===== src/rtl/gpio_irq_pkg.sv =====
package gpio_irq_pkg;
   localparam int SENSE_W = 4;

   typedef enum logic [SENSE_W-1:0] {
      SENSE_OFF  = 4'h0,
      SENSE_LOW  = 4'h8,
      SENSE_RISE = 4'h9,
      SENSE_FALL = 4'hA,
      SENSE_BOTH = 4'hB,
      SENSE_HIGH = 4'hC
   } sense_e;

   function automatic logic sense_is_live(input logic [SENSE_W-1:0] code);
      return (code == SENSE_LOW)  || (code == SENSE_RISE) ||
             (code == SENSE_FALL) || (code == SENSE_BOTH) ||
             (code == SENSE_HIGH);
   endfunction
endpackage


===== src/rtl/gpio_irq_cfg_regs.sv =====
module gpio_irq_cfg_regs
   import gpio_irq_pkg::*;
#(
   parameter int NUM_PINS = 32,
   parameter int ADDR_W   = 8
) (
   input  logic                         clk,
   input  logic                         rst,
   input  logic                         wr_en,
   input  logic [ADDR_W-1:0]            wr_addr,
   input  logic [SENSE_W-1:0]           wr_field,
   output logic [NUM_PINS*SENSE_W-1:0]  cfg_flat
);
   for (genvar g = 0; g < NUM_PINS; g++) begin : g_pin
      localparam logic [ADDR_W-1:0] MY_ADDR = ADDR_W'(g * 4);
      logic [SENSE_W-1:0] field_q;

      always_ff @(posedge clk) begin
         if (rst) begin
            field_q <= '0;
         end else if (wr_en && (wr_addr == MY_ADDR)) begin
            field_q <= wr_field;
         end
      end

      assign cfg_flat[g*SENSE_W +: SENSE_W] = field_q;
   end
endmodule


===== src/rtl/gpio_irq_pin_sense.sv =====
module gpio_irq_pin_sense
   import gpio_irq_pkg::*;
(
   input  logic               clk,
   input  logic               rst,
   input  logic               pin,
   input  logic [SENSE_W-1:0] sense,
   output logic               hit
);
   logic last_q;

   always_ff @(posedge clk) begin
      if (rst) begin
         last_q <= 1'b0;
      end else begin
         last_q <= pin;
      end
   end

   always_comb begin
      case (sense)
         SENSE_LOW:  hit = ~pin;
         SENSE_HIGH: hit = pin;
         SENSE_RISE: hit = pin & ~last_q;
         SENSE_FALL: hit = ~pin & last_q;
         SENSE_BOTH: hit = pin ^ last_q;
         default:    hit = 1'b0;
      endcase
   end
endmodule


===== src/rtl/gpio_irq_flags.sv =====
module gpio_irq_flags #(
   parameter int NUM_PINS = 32
) (
   input  logic                clk,
   input  logic                rst,
   input  logic [NUM_PINS-1:0] hit,
   input  logic                clr_en,
   input  logic [NUM_PINS-1:0] clr_mask,
   output logic [NUM_PINS-1:0] flags
);
   logic [NUM_PINS-1:0] drop;

   assign drop = clr_en ? clr_mask : '0;

   // a fresh event outranks an acknowledge on the same edge
   always_ff @(posedge clk) begin
      if (rst) begin
         flags <= '0;
      end else begin
         flags <= (flags & ~drop) | hit;
      end
   end
endmodule


===== src/rtl/gpio_irq_detect.sv =====
module gpio_irq_detect
   import gpio_irq_pkg::*;
#(
   parameter int NUM_PINS    = 32,
   parameter int ADDR_W      = 8,
   parameter int DATA_W      = 32,
   parameter int FIELD_LSB   = 16,
   parameter int STAT_OFFSET = 'hA0
) (
   input  logic                clk,
   input  logic                rst,
   input  logic [NUM_PINS-1:0] pin_in,
   input  logic                bus_wr,
   input  logic [ADDR_W-1:0]   bus_addr,
   input  logic [DATA_W-1:0]   bus_wdata,
   output logic [DATA_W-1:0]   bus_rdata,
   output logic                irq
);
   localparam logic [ADDR_W-1:0] STAT_ADDR = ADDR_W'(STAT_OFFSET);

   if (NUM_PINS < 1 || NUM_PINS > DATA_W) begin : g_bad_pins
      $error("NUM_PINS must lie in 1..DATA_W");
   end
   if (FIELD_LSB + SENSE_W > DATA_W) begin : g_bad_field
      $error("sense field does not fit in DATA_W");
   end
   if (NUM_PINS * 4 > STAT_OFFSET || (STAT_OFFSET % 4) != 0) begin : g_bad_stat
      $error("status register overlaps control space or is misaligned");
   end
   if (STAT_OFFSET >= (1 << ADDR_W)) begin : g_bad_addr
      $error("ADDR_W too narrow for status register");
   end

   logic [NUM_PINS*SENSE_W-1:0] cfg_flat;
   logic [NUM_PINS-1:0]         hit;
   logic [NUM_PINS-1:0]         flags_q;
   logic                        stat_wr;

   assign stat_wr = bus_wr && (bus_addr == STAT_ADDR);

   gpio_irq_cfg_regs #(
      .NUM_PINS (NUM_PINS),
      .ADDR_W   (ADDR_W)
   ) u_cfg (
      .clk      (clk),
      .rst      (rst),
      .wr_en    (bus_wr),
      .wr_addr  (bus_addr),
      .wr_field (bus_wdata[FIELD_LSB +: SENSE_W]),
      .cfg_flat (cfg_flat)
   );

   for (genvar g = 0; g < NUM_PINS; g++) begin : g_sense
      gpio_irq_pin_sense u_sense (
         .clk   (clk),
         .rst   (rst),
         .pin   (pin_in[g]),
         .sense (cfg_flat[g*SENSE_W +: SENSE_W]),
         .hit   (hit[g])
      );
   end

   gpio_irq_flags #(
      .NUM_PINS (NUM_PINS)
   ) u_flags (
      .clk      (clk),
      .rst      (rst),
      .hit      (hit),
      .clr_en   (stat_wr),
      .clr_mask (bus_wdata[NUM_PINS-1:0]),
      .flags    (flags_q)
   );

   assign irq = |flags_q;

   always_comb begin
      bus_rdata = '0;
      if (bus_addr == STAT_ADDR) begin
         bus_rdata[NUM_PINS-1:0] = flags_q;
      end else begin
         for (int i = 0; i < NUM_PINS; i++) begin
            if (bus_addr == ADDR_W'(i * 4)) begin
               bus_rdata[FIELD_LSB +: SENSE_W] = cfg_flat[i*SENSE_W +: SENSE_W];
            end
         end
      end
   end
endmodule


===== config.mk =====
export PLATFORM = sky130hd
export DESIGN_NAME = gpio_irq_detect
export DESIGN_NICKNAME = d
export VERILOG_FILES = /design/src/rtl/gpio_irq_pkg.sv /design/src/rtl/gpio_irq_cfg_regs.sv /design/src/rtl/gpio_irq_pin_sense.sv /design/src/rtl/gpio_irq_flags.sv /design/src/rtl/gpio_irq_detect.sv
export SDC_FILE = /design/constraint.sdc
export NUM_CORES = 1
export LEC_CHECK = 0
export BUFFER_PORTS_ARGS = -buffer_cell sky130_fd_sc_hd__buf_4
export CORE_UTILIZATION = 54
export DETAILED_ROUTE_END_ITERATION = 7
export GPL_TIMING_DRIVEN = 0
export PLACE_DENSITY = 0.77
export SKIP_CTS_REPAIR_TIMING = 1
export SYNTH_ARGS = -nofsm -noshare
export SYNTH_HDL_FRONTEND = slang
export SYNTH_SLANG_ARGS = --single-unit

===== constraint.sdc =====
create_clock -name clk -period 3.2 [get_ports clk]
set_clock_uncertainty 0.15 [all_clocks]
set_input_delay 0.64 -clock clk [delete_from_list [all_inputs] [get_ports clk]]
set_output_delay 0.64 -clock clk [all_outputs]
set_load 0.05 [all_outputs]

==> results.cfg, run 1 <==
[run_status]
outcome = complete, but fails checks
violations = negative setup slack

[clock_tree]
clk-insertion-delay-late_ps = 450
cts.sinks = 192
clk_root_buffer_cell = clkbuf_16
path_clk_slew_ps = 80
tritoncts = yes
cts_buffer_depth = 2
htreeDepth = 4
cts_buffers = 17

[worst_setup_path]
critical_path_required_ps = 2410
worst_setup_path_end_kind = output port
crit_type = in2out
cp_slowest_cell = mux4_2
cpPeakStageDelay_ps = 520
cp_num_buf_inv = 3
crit_path_cell_trace = buf_8, buf_8, or3_1, mux4_2, a32oi_2, a31oi_2, o21ai_2, o211ai_1, buf_4
arrival_ps = 2840
timing.critical_path.mode_cell = buf_8
crit_fanout = 5
cp_top_family = compound AO/OA/AOI/OAI gates
cp-start-kind = input pin

[logic_synthesis]
synth_flop_cell = dfxtp_1
synth-async-reset-ratio_pct = 0
synth_edf_count = 0
synth_nets = 1601
ys_types = 67
yosysWarnings = 0
ys_seq_area_share_pct = 34.9
syn_area_per_cell_um2 = 7.54
synth_area_um2 = 11000
postSynthCellCount = 1462
synth_seq_cells = 192

[cells_and_area]
nets = 1758
multiInputGateArea_um2 = 6890
nFillCells = 1629
area_growth_syn_to_layout_pct = 25.1
final-seq-area_um2 = 3840
diodes = 0
layout-drive-gt1-share_pct = 17.8
utilization_pct = 70.0

[power_and_ir_drop]
clockPowerShare_pct = 40.8
p_comb_share_pct = 11.9
vdd_drop_max_v = 0.000384
power_leakage_nw = 5.61
p_seq_share_pct = 47.3
switching_power_mw = 1.39
power.density_nw_per_um2 = 372
p_int_mw = 3.74
sw_frac_of_total_pct = 27.1

[global_route]
grt_pass1_wl_mm = 58.4
antenna_found_initial = 0
grt_overflow = 0
grt_usage_pct = 36.2
grt_pass1_vias = 10200
grt_max_degree = 17

[floorplanning]
die_height_um = 145
dieArea_um2 = 21000
die_w_um = 145
core_um2 = 19700
initial_utilization_pct = 55.9
ios = 108
rows = 51

[route]
avgViaCountPerCell = 6.20
drt_iter0_drc = 1563
first_pass_iters = 8
drcViolationCount = 0
num_vias = 11800
wirelength_mm = 40.1
wl_per_cell_um = 21.1
ant_nets = 0

[sta]
maxSlewHeadroom_pct = 34.0
fin_ws_ps = -430
tightest_slew_ps = 991
max_freq_ghz = 0.275
slew_violations = 0
hold_viol_final = 0
post-route-period-util_pct = 113
tns_ps = -2190
fin_crit_ps = 3630
finalSetupViolations = 32
rsz0062_at_grt = yes

[placed_design]
dp_hpwl_mm = 28.3
gp_congestion = 1.02
io_buffers = 101

[worst_hold_path]
hp-class = in2reg

[flow_run]
maxCapViolations = 0
## sequential cells by signal, summed over array words and instances (netlist names)
signal	flops
u_flags.flags	32
g_sense.u_sense.last_q	32
u_cfg.g_pin.field_q	128
## synth_stat cells, types with 3 or more instances
library cell    n  share of area (%)
a21o_1          3               0.20
a21oi_1       175                7.9
a22o_1          3               0.24
a22oi_1         4               0.27
a2bb2oi_1       3               0.24
a31oi_1         5               0.28
a32oi_1         3               0.24
and2_1         30                1.7
buf_1           6               0.20
buf_2          13               0.59
clkbuf_1       61                2.1
dfxtp_1       192                 35
ha_1           64                7.3
inv_1         105                3.6
mux2_2          5               0.51
mux2i_1        40                3.6
mux4_2          4               0.82
nand2_1       106                3.6
nand2b_1        4               0.23
nand3_1        84                3.8
nand3b_1       30                2.0
nand4_1         5               0.28
nand4bb_1       3               0.31
nor2_1        245                8.3
nor3_1         11               0.50
nor4_1         15               0.85
nor4b_1         3               0.24
nor4bb_1        4               0.36
o2111ai_1       4               0.32
o211ai_1       38                2.6
o21ai_0        87                3.9
o22ai_1        20                1.1
o311ai_0        4               0.32
or3_1           6               0.34
or4b_2          4               0.36
xor2_1         31                2.5
## power groups by stage
stage / Sequential [mW] / Combinational [mW] / Clock, mW
6_report: 2.43 / 0.611 / 2.09
5_1_grt: 2.43 / 0.645 / 2.18
3_3_place_gp: 2.48 / 0.501 / 0
4_1_cts: 2.43 / 0.516 / 2.08
2_1_floorplan: 2.48 / 0.280 / 0
3_5_place_dp: 2.48 / 0.512 / 0
## stage by stage
stage | total power [mW] | instances | setup slack [ps] | instance area, um^2 | hold slack [ps]
CTS | 5.02 | 1861 | -1160 | 12800 | 305
global route | 5.26 | 1897 | -397 | 13800 | 316
detailed placement | 2.99 | 1829 | -1150 | 12200 | 308
global placement | 2.98 | 1828 | -1550 | 12200 | 306
floorplan | 2.76 | 1462 | -344 | 11100 | 294
finish | 5.13 | 1897 | -430 | 13800 | 300
## logic make-up after synthesis
| kind of cell | Yosys count | synth area share, % |
|---|---|---|
| multiplexers | 49 | 4.96 |
| flip-flops | 192 | 34.9 |
| buffers and inverters | 188 | 6.57 |
| AND/OR/NAND/NOR | 565 | 24.3 |
| AO/OA/AOI/OAI | 373 | 19.6 |
| adder cells (fa/ha/maj) | 64 | 7.26 |
| XOR/XNOR | 31 | 2.46 |
## per-layer routing
metal	global-route usage, %	share of wire (%)
met1	47.4	40
met2	57.2	44
met3	7.36	11
met4	16.3	4.9
met5	0	0
## layout by cell type (no fill, tap or decap), types with 8 or more instances in the layout
master and count:
clkbuf_1 41, nor2_1 240, nand3b_1 30, nand3_1 84, dfxtp_1 192, clkbuf_16 20, a21oi_1 171, mux2i_1 40
and2_2 20, ha_1 64, o21ai_0 84, nand2_1 105, o211ai_1 38, and2_1 10, nor4_1 11, buf_4 104
o22ai_1 16, buf_8 11, xor2_1 31, inv_1 105, buf_6 41, buf_2 8
## cell type report
class | count | share of cell area (%)
clock buffer | 20 | 3.24
sequential | 192 | 27.9
buffer | 79 | 3.70
clock inverter | 12 | 0.789
inverter | 106 | 2.90
timing repair buffer | 141 | 9.17
multi-input combinational | 1082 | 49.9
tap | 265 | 2.40
## worst reg2reg max path: stages, from the launching register on
cell and delay (ps):
dfxtp_1 320, ha_1 270, inv_1 40, mux2i_1 120
o21ai_0 90, o211ai_1 200, a21oi_1 110
## final timing paths
path / start / cells after the start / slack [ps] / end
max: bus_addr[0] / 9 / -430 / bus_rdata[17]
min: pin_in[18] / 3 / 300 / g_sense[18].u_sense.last_q$_SDFF_PP0_
max reg2reg: g_sense[19].u_sense.last_q$_SDFF_PP0_ / 6 / 1760 / u_flags.flags[19]$_SDFF_PP0_
min reg2reg: u_flags.flags[31]$_SDFF_PP0_ / 2 / 320 / u_flags.flags[31]$_SDFF_PP0_
No activity file was read; power rests on OpenSTA's default activity.
==> run 2: changes to the inputs <==
Settings changed: ABC_AREA from default to 1, CORE_UTILIZATION 54 to 35, CTS_CLUSTER_DIAMETER from default to 50, PLACE_DENSITY 0.77 to default.
==> results.cfg, run 2 <==
[cells_and_area]
largest-register = u_cfg.g_pin.field_q
layout_common_cells = 270 x nand2_1, 210 x nor2_1, 202 x inv_1
largest_register_ffs = 128
layout-drive-gt1-share_pct = 12.1
top_regs = u_cfg.g_pin.field_q (128), g_sense.u_sense.last_q (32), u_flags.flags (32)
area_growth_syn_to_layout_pct = 21.3
final_common_cell = nand2_1
postLayoutCellArea_um2 = 12700
nets = 1766
diodes = 0

[power_and_ir_drop]
p_comb_share_pct = 8.1
power.density_nw_per_um2 = 424
power_mw = 5.37
p_int_mw = 4.08
vdd_drop_max_v = 0.000354
power_leakage_nw = 4.78
sw_frac_of_total_pct = 24.2
clockPowerShare_pct = 46.7
p_seq_share_pct = 45.1
switching_power_mw = 1.30

[route]
wirelength_mm = 33.7
first_pass_iters = 5
drcViolationCount = 0
avgViaCountPerCell = 5.27
ant_nets = 0
num_vias = 10700
wl_per_cell_um = 16.7
drt_iter0_drc = 703

[worst_hold_path]
min_path_cells = 3
hp-class = in2reg
holdPathEnd = g_sense[28].u_sense.last_q$_SDFF_PP0_
min_from = pin_in[28]

[logic_synthesis]
synthTopCellsByCount = 279 x nand2_1, 218 x nor2_1, 207 x inv_1
synthSimpleGateAreaFrac_pct = 26.4
synth_area_leaders = dfxtp_1 37%, nand2_1 10%, nor2_1 7.8%, ha_1 7.7%, inv_1 7.4%
ys_seq_area_share_pct = 36.8
synth_nets = 1634
synthMuxAreaShare_pct = 0
synthAdderAreaFrac_pct = 7.66
postSynthCellCount = 1495
synth_top_family_by_area = simple AND/OR/NAND/NOR gates
syn_area_per_cell_um2 = 6.99
ys_types = 29
synth_edf_count = 0
yosysWarnings = 0
synth-xor-area-share_pct = 0
netlist.area_leader.share_pct = 36.8
synth_seq_cells = 192
synth_flop_cell = dfxtp_1
synth_area_um2 = 10400
synth-async-reset-ratio_pct = 0
synth_compound_area_share_pct = 19.5
yosysMostFrequentCell = nand2_1
synth_top_area_cell = dfxtp_1

[clock_tree]
htreeDepth = 4
clk-insertion-delay-late_ps = 450
clk_root_buffer_cell = clkbuf_16
cts.sinks = 192
path_clk_slew_ps = 70
cts_buffer_depth = 2
tritoncts = yes
cts_buffers = 17

[worst_setup_path]
r2r_slack_ps = 1690
arrival_ps = 3170
worst_setup_path_end_kind = output port
crit_fanout = 7
r2r.worst_path.cells = 6
cp-start-kind = input pin
crit_type = in2out
timing.rr.start = g_sense[19].u_sense.last_q$_SDFF_PP0_
rr_endpoint = u_flags.flags[19]$_SDFF_PP0_
critical_path_required_ps = 2410

[global_route]
grt_overflow = 0
grt_max_degree = 17
antenna_found_initial = 0
grt_usage_pct = 22.2
grt_pass1_wl_mm = 52.8
grt_pass1_vias = 9911

[floorplanning]
dieArea_um2 = 30500
core_um2 = 29000
initial_utilization_pct = 36.0
ios = 108
rows = 62
die_w_um = 175
die_height_um = 175

[sta]
slew_violations = 0
tns_ps = -13250
tightest_slew_ps = 970
post-route-period-util_pct = 124
finalSetupViolations = 32
max_freq_ghz = 0.252
rsz0062_at_grt = yes
hold_viol_final = 0
maxSlewHeadroom_pct = 35.4
fin_ws_ps = -763
fin_crit_ps = 3960

[placed_design]
dp_hpwl_mm = 25.2
io_buffers = 101
post_dp_cell_area_um2 = 11700
gp_congestion = 0.919

[run_status]
violations = negative setup slack
outcome = complete, but fails checks

[flow_run]
maxCapViolations = 0
## run 2: cell count changes after synthesis, sizes merged, moves of 24 or more
cell	delta
a211oi	+97
a21oi	-58
and2	-30
clkbuf	-24
inv	+106
mux2i	-40
nand2	+175
nand3b	-30
nand4	+26
o211ai	-26
o21ai	-48
xor2	-31
## run 2: cell families after synthesis
| logic type | after synthesis |
|---|---|
| adder cells (fa/ha/maj) | 64 |
| flip-flops | 192 |
| buffers and inverters | 264 |
| AO/OA/AOI/OAI | 320 |
| AND/OR/NAND/NOR | 655 |
## run 2: area by class of cell
type / count / area, um^2
sequential: 192 / 3840
tap: 384 / 480
clock inverter: 12 / 228
inverter: 214 / 811
buffer: 50 / 195
timing repair buffer: 113 / 897
multi-input combinational: 1039 / 5760
fill: 3098 / 16300
clock buffer: 20 / 457
## run 2: how the worst max path moves through the flow
stage	depth (start not counted)	endpoint	slack [ps]	start
2_1_floorplan	18	bus_rdata[18]	-40	bus_addr[1]
3_3_place_gp	23	bus_rdata[17]	-910	bus_addr[1]
3_5_place_dp	23	bus_rdata[17]	-920	bus_addr[1]
4_1_cts	23	bus_rdata[17]	-930	bus_addr[1]
5_1_grt	22	bus_rdata[18]	-840	bus_addr[5]
6_report	22	bus_rdata[18]	-760	bus_addr[5]
## run 2: routing by layer
layer	global-route usage, %	share of wire (%)
met1	29.0	46
met2	37.0	46
met3	4.11	5.3
met4	6.74	2.4
met5	0	0
## run 2: power groups by stage
| stage | combinational (mW) | clock (mW) | sequential [mW] |
|---|---|---|---|
| floorplan | 0.210 | 0 | 2.48 |
| global route | 0.480 | 2.63 | 2.43 |
| global placement | 0.402 | 0 | 2.48 |
| CTS | 0.414 | 2.54 | 2.43 |
| detailed placement | 0.412 | 0 | 2.48 |
| finish | 0.436 | 2.51 | 2.43 |
## run 2: critical path: stages
cell and delay [ps]:
buf_6 110, inv_2 70, nand3_4 120, nor2_4 80, buf_4 130, a21oi_2 120
nand4_1 150, nand2_1 120, nand3_2 80, nand2_2 80, nand3_2 70, nand2_2 80
nand4_1 100, nor2_2 150, nand4_1 130, nand2_1 120, nand4_1 120, nor2_1 150
nand4_1 130, nand2_1 90, nand4_1 130, buf_6 200
## run 2: metrics by stage
step           utilization, %  instances  hold WS, ps  setup WS [ps]
3_5_place_dp             40.3       1980          304           -922
3_3_place_gp             40.3       1980          303           -915
2_1_floorplan               -       1495          289          -39.1
4_1_cts                  42.7       2012          284           -929
5_1_grt                  43.7       2024          295           -836
6_report                 43.7       2024          288           -763
==> run 3: changes to the inputs <==
Settings changed: CORE_MARGIN from default to 2, SYNTH_HIERARCHICAL from default to 1.
==> results.cfg, run 3 <==
[run_status]
outcome = complete, but fails checks
violations = negative setup slack

[logic_synthesis]
synth_seq_cells = 192
synth_edf_count = 0
netlist.area_leader.share_pct = 31.1
synthTopCellsByCount = 462 x nand2_1, 361 x inv_1, 361 x nor2_1
synth_nets = 2187
synth-async-reset-ratio_pct = 0
postSynthCellCount = 2048
yosysWarnings = 6
synth_area_um2 = 12400
yosysMostFrequentCell = nand2_1
ys_seq_area_share_pct = 31.1
syn_area_per_cell_um2 = 6.03
synth_area_leaders = dfxtp_1 31%, nand2_1 14%, nand3_1 11%, inv_1 11%, nor2_1 11%
synth_top_area_cell = dfxtp_1
synth_flop_cell = dfxtp_1
ys_types = 31

[cells_and_area]
diodes = 0
layout-drive-gt1-share_pct = 15.2
top_regs = u_cfg/g_pin.field_q (128), g_sense.u_sense/last_q (32), u_flags/flags (32)
stdcell_count = 2661
layout_common_cells = 450 x nand2_1, 353 x inv_1, 350 x nor2_1
nets = 2334
final_common_cell = nand2_1
area_growth_syn_to_layout_pct = 19.3
largest-register = u_cfg/g_pin.field_q
largest_register_ffs = 128

[global_route]
grt_pass1_wl_mm = 61.0
gr-usage-met3_pct = 2.69
grt.busiest_layer = met2
grt_pass1_vias = 11700
grt_max_degree = 39
met1_usage_pct = 27.9
grt_usage_pct = 21.3
antenna_found_initial = 0
grt_overflow = 0
met2_usage_pct = 36.5

[clock_tree]
path_clk_slew_ps = 80
clk_root_buffer_cell = clkbuf_16
cts_buffer_depth = 2
htreeDepth = 4
cts_buffers = 17
tritoncts = yes
cts.sinks = 192
clk-insertion-delay-late_ps = 460

[sta]
maxSlewHeadroom_pct = 42.4
fin_ws_ps = -772
finalSetupViolations = 62
slew_violations = 0
rsz0062_at_grt = yes
fin_crit_ps = 3970
tightest_slew_ps = 864
post-route-period-util_pct = 124
hold_viol_final = 0
max_freq_ghz = 0.252

[worst_setup_path]
crit_type = in2out
crit_fanout = 7
arrival_ps = 3180
cp_num_buf_inv = 2
r2r.worst_path.cells = 8
r2r_slack_ps = 1780
timing.critical_path.mode_cell = nand4_1
worst_setup_path_end_kind = output port
crit_path_cell_trace = buf_12, nor2_2, nand2_4, nor2_4, nand2_2, nand3_2, nor2_2, nand4_1, nor2_1, nand4_1, nand2_1, nand4_1, nand2_1, nand3_2, nand2_2, nand3_2, nand2_2, nand4_1, nand2_1, nand4_1, nand2_1, nand4_1, buf_6
cp_slowest_cell = buf_6
critical_path_required_ps = 2410
cpPeakStageDelay_ps = 190
timing.rr.start = g_sense[18].u_sense/last_q$_SDFF_PP0_
rr_endpoint = u_flags/flags[18]$_SDFF_PP0_
cp_top_family = simple AND/OR/NAND/NOR gates
cp-start-kind = input pin

[worst_hold_path]
holdPathEnd = g_sense[18].u_sense/last_q$_SDFF_PP0_
min_path_cells = 3
hp-class = in2reg
min_from = pin_in[18]

[placed_design]
dp_hpwl_mm = 29.5
io_buffers = 107
dp_slack_ps = -1150
gp_congestion = 0.878
placed_cells = 2610

[route]
drt_iter0_drc = 890
wirelength_mm = 38.7
first_pass_iters = 5
wl_per_cell_um = 14.5
drcViolationCount = 0
avgViaCountPerCell = 4.78
num_vias = 12700
ant_nets = 0

[floorplanning]
dieArea_um2 = 36800
rows = 68
core_um2 = 34600
die_height_um = 192
ios = 108
die_w_um = 192
initial_utilization_pct = 35.7

[power_and_ir_drop]
p_comb_share_pct = 11.1
p_seq_share_pct = 48.0
power.density_nw_per_um2 = 343
p_int_mw = 3.66
switching_power_mw = 1.40
clockPowerShare_pct = 40.9
power_leakage_nw = 6.57
sw_frac_of_total_pct = 27.7
vdd_drop_max_v = 0.000376

[flow_run]
maxCapViolations = 0
-- run 3: cell types whose count changed after synthesis, sizes merged, moves of 13 or more --
cell,before,now
nand3,91,281
o311ai,20,0
buf,11,40
a211oi,99,0
nor2,231,376
nand2,281,496
clkbuf,39,26
or2,0,15
a21boi,0,32
o22ai,20,1
inv,212,398
o21ai,40,7
a21oi,117,78
-- run 3: layer usage --
metal  vias up  wire length, um
met5         -                0
met4         0              750
met3        38             1960
met2       295            18200
met1      5855            17700
li1       6540                -
-- run 3: cell type report --
class                   count  area, um^2
clock inverters            12         100
repair buffers            128        1060
well taps                 455         569
multi-input cells        1392        6890
clock buffers              18         439
inverters                 398        1510
flip-flops and latches    192        3840
fillers                  3704       19900
plain buffers              66         320
-- run 3: metrics by stage --
step	setup TNS, ps	util [%]	instance area (um^2)	power, mW	hold slack, ps
global placement	-55340	39.7	13700	2.99	301
finish	-17740	42.6	14700	5.06	284
detailed placement	-57290	39.7	13700	3.00	303
global route	-25710	42.6	14700	5.26	300
CTS	-42520	41.2	14300	5.06	275
floorplan	-1190	-	12400	2.79	283
-- run 3: power groups by stage --
| stage | Sequential (mW) | Clock, mW | Combinational, mW |
|---|---|---|---|
| CTS | 2.43 | 2.11 | 0.521 |
| global placement | 2.48 | 0 | 0.502 |
| global route | 2.43 | 2.20 | 0.630 |
| finish | 2.43 | 2.07 | 0.562 |
| detailed placement | 2.49 | 0 | 0.517 |
| floorplan | 2.48 | 0 | 0.304 |
-- run 3: worst register-to-register path, delay by kind of cell, from the launching register on --
kind,cells,cell delay (ps)
and+or+nand+nor,4,280
AOI/OAI and AO/OA,1,140
adders and majority gates,1,270
buffers and inverters,2,200
DFF,1,320
-- run 3: how the worst max path moves through the flow --
stage                startpoint             to  slack, ps  cells past startpoint
floorplan           bus_addr[1]   bus_rdata[0]       -100                      7
global placement    bus_addr[1]  bus_rdata[28]      -1090                      9
detailed placement  bus_addr[1]   bus_rdata[0]      -1150                      9
CTS                 bus_addr[1]   bus_rdata[0]      -1160                      9
global route        bus_addr[4]  bus_rdata[18]       -910                     23
finish              bus_addr[4]  bus_rdata[18]       -770                     23
-- run 3: logic make-up (layout without fill, tap and decap cells) --
family / count (synthesis) / in the layout / share of synthesized area, %
compound gates: 120 / 120 / 5.75
flops: 192 / 192 / 31.1
buf+inv: 464 / 622 / 14.7
simple gates: 1208 / 1208 / 42.0
fa+ha+maj: 64 / 64 / 6.48
